$ cat src/rtl/tsq_pkg.sv
package tsq_pkg;
  localparam logic [2:0] SM_OFF  = 3'b000;
  localparam logic [2:0] SM_QB   = 3'b001;
  localparam logic [2:0] SM_QA   = 3'b010;
  localparam int         TSRC_N  = 8;
  localparam int         ITRIG_N = 4;

  function automatic logic is_quad(input logic [2:0] m);
    return (m == SM_QB) || (m == SM_QA);
  endfunction
endpackage

$ cat src/rtl/tsq_in_sync.sv
module tsq_in_sync #(
  parameter int W = 2
) (
  input  logic         clk,
  input  logic         rst,
  input  logic [W-1:0] d,
  output logic [W-1:0] q,
  output logic [W-1:0] p
);
  always_ff @(posedge clk) begin
    if (rst) begin
      q <= '0;
      p <= '0;
    end else begin
      q <= d;
      p <= q;
    end
  end
endmodule

$ cat src/rtl/tsq_trig_sel.sv
module tsq_trig_sel
  import tsq_pkg::*;
#(
  parameter int SYNC_DLY = 1
) (
  input  logic               clk,
  input  logic               rst,
  input  logic [2:0]         sel,
  input  logic               msync,
  input  logic [ITRIG_N-1:0] itrig,
  input  logic               etrig,
  input  logic               a_edge,
  input  logic               a_lvl,
  input  logic               b_lvl,
  output logic               trig_o
);
  localparam int PW = (SYNC_DLY < 1) ? 1 : SYNC_DLY;

  logic [ITRIG_N-1:0] itrig_q;
  logic               etrig_q;
  logic [TSRC_N-1:0]  src;
  logic               pick;
  logic [PW-1:0]      pipe;

  always_comb begin
    src  = {etrig_q, b_lvl, a_lvl, a_edge, itrig_q};
    pick = src[sel];
  end

  always_ff @(posedge clk) begin
    if (rst) begin
      itrig_q <= '0;
      etrig_q <= 1'b0;
      pipe    <= '0;
      trig_o  <= 1'b0;
    end else begin
      itrig_q <= itrig;
      etrig_q <= etrig;
      pipe[0] <= pick;
      for (int i = 1; i < PW; i++) pipe[i] <= pipe[i-1];
      trig_o  <= msync ? pipe[PW-1] : pick;
    end
  end
endmodule

$ cat src/rtl/tsq_counter.sv
module tsq_counter
  import tsq_pkg::*;
#(
  parameter int CNT_W = 16
) (
  input  logic             clk,
  input  logic             rst,
  input  logic [2:0]       mode,
  input  logic             cen,
  input  logic             a_q,
  input  logic             a_p,
  input  logic             b_q,
  input  logic             b_p,
  output logic [CNT_W-1:0] count,
  output logic             dir_down
);
  logic step_en;
  logic step_up;
  logic quad;

  always_comb begin
    quad    = is_quad(mode);
    step_en = 1'b0;
    step_up = 1'b1;
    unique case (mode)
      SM_QB: begin
        step_en = b_q ^ b_p;
        step_up = b_q ^ a_q;
      end
      SM_QA: begin
        step_en = a_q ^ a_p;
        step_up = a_q ^ b_q;
      end
      default: begin
        step_en = cen;
        step_up = 1'b1;
      end
    endcase
  end

  always_ff @(posedge clk) begin
    if (rst) begin
      count    <= '0;
      dir_down <= 1'b0;
    end else if (step_en) begin
      count <= step_up ? count + 1'b1 : count - 1'b1;
      if (quad) dir_down <= ~step_up;
    end
  end
endmodule

$ cat src/rtl/tmr_slave_quad.sv
module tmr_slave_quad
  import tsq_pkg::*;
#(
  parameter int CNT_W    = 16,
  parameter int SYNC_DLY = 1
) (
  input  logic               clk,
  input  logic               rst,
  input  logic               cfg_we,
  input  logic [2:0]         cfg_mode,
  input  logic [2:0]         cfg_tsel,
  input  logic               cfg_msync,
  input  logic               cfg_cen,
  input  logic               chan_a,
  input  logic               chan_b,
  input  logic [ITRIG_N-1:0] itrig,
  input  logic               etrig,
  output logic [CNT_W-1:0]   count,
  output logic               dir_down,
  output logic               trig_sel_o,
  output logic               trig_out
);
  logic [2:0] mode_q;
  logic [2:0] tsel_q;
  logic       msync_q;
  logic       cen_q;
  logic       cen_prev;
  logic [1:0] ch_q;
  logic [1:0] ch_p;

  always_ff @(posedge clk) begin
    if (rst) begin
      mode_q  <= SM_OFF;
      tsel_q  <= '0;
      msync_q <= 1'b0;
      cen_q   <= 1'b0;
    end else if (cfg_we) begin
      mode_q  <= cfg_mode;
      msync_q <= cfg_msync;
      cen_q   <= cfg_cen;
      if (mode_q == SM_OFF) tsel_q <= cfg_tsel;
    end
  end

  always_ff @(posedge clk) begin
    if (rst) begin
      cen_prev <= 1'b0;
      trig_out <= 1'b0;
    end else begin
      cen_prev <= cen_q;
      trig_out <= cen_q & ~cen_prev;
    end
  end

  tsq_in_sync #(.W(2)) u_sync (
    .clk (clk),
    .rst (rst),
    .d   ({chan_b, chan_a}),
    .q   (ch_q),
    .p   (ch_p)
  );

  tsq_counter #(.CNT_W(CNT_W)) u_cnt (
    .clk      (clk),
    .rst      (rst),
    .mode     (mode_q),
    .cen      (cen_q),
    .a_q      (ch_q[0]),
    .a_p      (ch_p[0]),
    .b_q      (ch_q[1]),
    .b_p      (ch_p[1]),
    .count    (count),
    .dir_down (dir_down)
  );

  tsq_trig_sel #(.SYNC_DLY(SYNC_DLY)) u_tsel (
    .clk    (clk),
    .rst    (rst),
    .sel    (tsel_q),
    .msync  (msync_q),
    .itrig  (itrig),
    .etrig  (etrig),
    .a_edge (ch_q[0] ^ ch_p[0]),
    .a_lvl  (ch_q[0]),
    .b_lvl  (ch_q[1]),
    .trig_o (trig_sel_o)
  );
endmodule

$ cat config.mk
export PLATFORM = sky130hd
export DESIGN_NAME = tmr_slave_quad
export DESIGN_NICKNAME = d
export VERILOG_FILES = /design/src/rtl/tsq_pkg.sv /design/src/rtl/tsq_in_sync.sv /design/src/rtl/tsq_trig_sel.sv /design/src/rtl/tsq_counter.sv /design/src/rtl/tmr_slave_quad.sv
export SDC_FILE = /design/constraint.sdc
export NUM_CORES = 1
export LEC_CHECK = 0
export BUFFER_PORTS_ARGS = -buffer_cell sky130_fd_sc_hd__buf_4
export CORE_MARGIN = 1.5
export CORE_UTILIZATION = 35
export CTS_BUF_LIST = sky130_fd_sc_hd__clkbuf_16
export DETAILED_ROUTE_END_ITERATION = 6
export SLEW_MARGIN = 10
export SYNTH_ARGS = -nofsm -noshare
export SYNTH_HDL_FRONTEND = slang
export SYNTH_HIERARCHICAL = 1
export SYNTH_SLANG_ARGS = --single-unit
$ cat constraint.sdc
create_clock -name clk -period 4.2 [get_ports clk]
set_clock_uncertainty 0.2 [all_clocks]
set_input_delay 0.84 -clock clk [delete_from_list [all_inputs] [get_ports clk]]
set_output_delay 0.84 -clock clk [all_outputs]
set_load 0.02 [all_outputs]
==> results_dict.tcl <==
set metrics [dict create \
    outcome "finished clean" \
    min_path_cells 1 \
    via_count 1812 \
    synthesis.area_sq_um 2135 \
    hold_buffers 0 \
    wl_per_cell_microns 13.33 \
    area_growth_pct 18.17 \
    cts_resized 0 \
    maxSlewHeadroom 0.2220 \
    drive_above_1_share 0.2311 \
    cts.sinks 38 \
    antenna_found_initial 0 \
    drtAntennaViolNets 0 \
    htreeDepth 2 \
    num_antenna_cells 0 \
    fin_crit_ns 3.246 \
    first_iter_violations 126 \
    ir_worst_vdd_mv 0.1901 \
    clkLatencyLatePin_ns 0.28 \
    viasPerCell 5.345 \
    root_buffer "clkbuf_16" \
    hold_ws_ns 0.1877 \
    path_clk_slew_ns 0.06 \
    die_h_microns 81.10 \
    maxCapViolations 0 \
    comb_power_share 0.174 \
    synth-seq-cells 38 \
    cts_max_path_buffers 2 \
    design.core.area_sq_um 5921 \
    drt-total-wl_microns 4518 \
    num_io_pins 37 \
    rsz0062_at_grt "no" \
    timing.fmax_mhz 308.1 \
    postSynth.asyncResetShare 0 \
    start_kind "register" \
    final_area_sq_um 2522 \
    netlist.area_leader.share 0.3564 \
    tns_ns 0 \
    worst_pin_slew_ns 1.158 \
    postLayoutCoreUtil 0.4260 \
    dieArea_sq_um 6576 \
    cp.arrival_ns 3.26 \
    gp_congestion 0.8763 \
    stdcell_count 339 \
    leakagePower_uw 0.0009648 \
    cts_buffers 5 \
    path_cells "xor2_1 -> nand3_1 -> xnor2_1 -> ha_1 -> or3_1 -> nor4_2 -> a32oi_1 -> or3_1 -> a21oi_1" \
    drv_slew 0 \
    nNetsFinal 282 \
    synth_nets 254 \
    pwr-share-clk 0.386 \
    synth.most_common_cell "dfxtp_1" \
    r2r_cells 9 \
    cts_tree "done" \
    grt_remaining_overflow 0 \
    drc_errors 0 \
    power.switching_uw 253.8 \
    post_cts_buffers 0 \
    synth_edf_count 0 \
    synthFlopType "dfxtp_1" \
    required_ns 4.21 \
    synth.top_cells.by_area "dfxtp_1 (36%), mux2i_1 (6.6%), nor2_1 (4.4%), nor2b_1 (3.8%), a21oi_1 (3.0%)" \
    hold_violations 0 \
    min_period_over_period 0.7728 \
    yosysWarnings 6 \
    grt_usage 0.1533 \
    yosys.area.top_type "dfxtp_1" \
    crit_top_cell "or3_1" \
    synth.distinct_cells 59 \
    io_buffers 36 \
    post-dp-hpwl_microns 3184 \
    p_seq_frac 0.440 \
    initial_core_util 0.3605 \
    switching_share 0.2744 \
    cellPowerDensity_nw_per_um2 366.7 \
    post_dp_cell_area_sq_um 2381 \
    max_stage_delay_ns 0.53 \
    internal_power_uw 671.1 \
    syn_inst 235 \
    syn_avg_cell_area_sq_um 9.083 \
    critPathCaptureType "register" \
    ys_seq_area_frac 0.3564 \
    grt_pass1_vias 1693 \
    drt_pass1_iterations 4 \
    dp_cells 331 \
    path_class "register to register" \
    min_path_type "register to register" \
    setup-violations-final 0 \
    grt_pass1_wl_microns 7838 \
    path_max_fanout 7 \
    cp_slowest_cell "dfxtp_1" \
    fp.dieW_microns 81.10 \
    rows 28 \
    yosys-top-cells-count "dfxtp_1 (38), nor2_1 (25), mux2i_1 (14), a21oi_1 (13), nor2b_1 (13)" \
    grt_max_degree 45 \
]
## stage by stage
step	total power [uW]	setup slack (ns)
floorplan	532.8	1.368
global placement	573.2	1.124
detailed placement	574.9	0.9940
CTS	939.2	0.9637
global route	975.1	0.6788
finish	924.9	0.9543
## power groups by stage
stage                     combinational (uW)  sequential, uW  clock (uW)
final                                    161             407         357
after global routing                     176             411         387
after CTS                                161             408         371
after detailed placement                 160             415           0
after global placement                   158             415           0
after floorplan                          120             413           0
## worst paths after layout
| path | endpoint | slack, ns | start |
|---|---|---|---|
| max | u_cnt/count[14] | 0.95 | mode_q[0] |
| min | trig_out | 0.19 | cen_prev |
| max reg2reg | u_cnt/count[14] | 0.95 | mode_q[0] |
| min reg2reg | trig_out | 0.19 | cen_prev |
## cell type report
cell class	instances	area, sq um
Tap cell	75	93.84
Sequential cell	38	760.7
Multi-Input combinational cell	178	1237
Inverter	3	11.26
Clock inverter	3	16.27
Fill cell	595	3398
Timing Repair Buffer	37	277.8
Clock buffer	5	125.1
## cell usage in the layout, fill, tap and decap left out, drive strengths merged, types with 5 or more instances in the layout
master | netlist | layout
o21ai | 8 | 8
nor3 | 8 | 8
nor4 | 9 | 9
clkbuf | 5 | 5
dfxtp | 38 | 38
a21oi | 14 | 14
nor2b | 13 | 13
buf | 10 | 37
nand4 | 5 | 5
xor2 | 6 | 6
nor2 | 25 | 25
nand2b | 7 | 7
mux2i | 14 | 14
nand3 | 6 | 6
or3 | 11 | 11
nand2 | 5 | 5
## worst max-delay path: cells and delay by family (launching register included)
family / cells / cell delay [ns]
AOI/OAI and AO/OA: 2 / 0.34
xor gates and xnor gates: 2 / 0.56
adders and majority gates: 1 / 0.24
DFF: 1 / 0.53
and+or+nand+nor: 4 / 1.31
## kinds of logic (layout without fill, tap and decap cells)
family / Yosys count / after routing / share of synthesized area
muxes: 18 / 18 / 0.09027
AOI/OAI and AO/OA: 47 / 47 / 0.1530
DFF: 38 / 38 / 0.3564
and+or+nand+nor: 102 / 102 / 0.2861
buffers and inverters: 19 / 48 / 0.06388
xor gates and xnor gates: 10 / 10 / 0.04455
adders and majority gates: 1 / 1 / 0.005861
## registers in the layout (all words and copies together) (netlist names)
| signal | flops |
|---|---|
| u_tsel/pipe | 1 |
| cen_q | 1 |
| u_sync/p | 2 |
| u_sync/q | 2 |
| trig_out | 1 |
| u_tsel/trig_o | 1 |
| u_cnt/count | 16 |
| tsel_q | 3 |
| msync_q | 1 |
| cen_prev | 1 |
| u_tsel/etrig_q | 1 |
| u_cnt/dir_down | 1 |
| u_tsel/itrig_q | 4 |
| mode_q | 3 |
## routing by layer
| metal | track usage | vias up | part of all wire | wire length [microns] |
|---|---|---|---|---|
| li1 | - | 916 | - | - |
| met1 | 0.1923 | 851 | 0.47 | 2108 |
| met2 | 0.2517 | 40 | 0.48 | 2166 |
| met3 | 0.03708 | 5 | 0.042 | 190 |
| met4 | 0.06034 | 0 | 0.012 | 52 |
| met5 | 0 | - | 0 | 0 |
No activity file was read; power rests on OpenSTA's default activity.
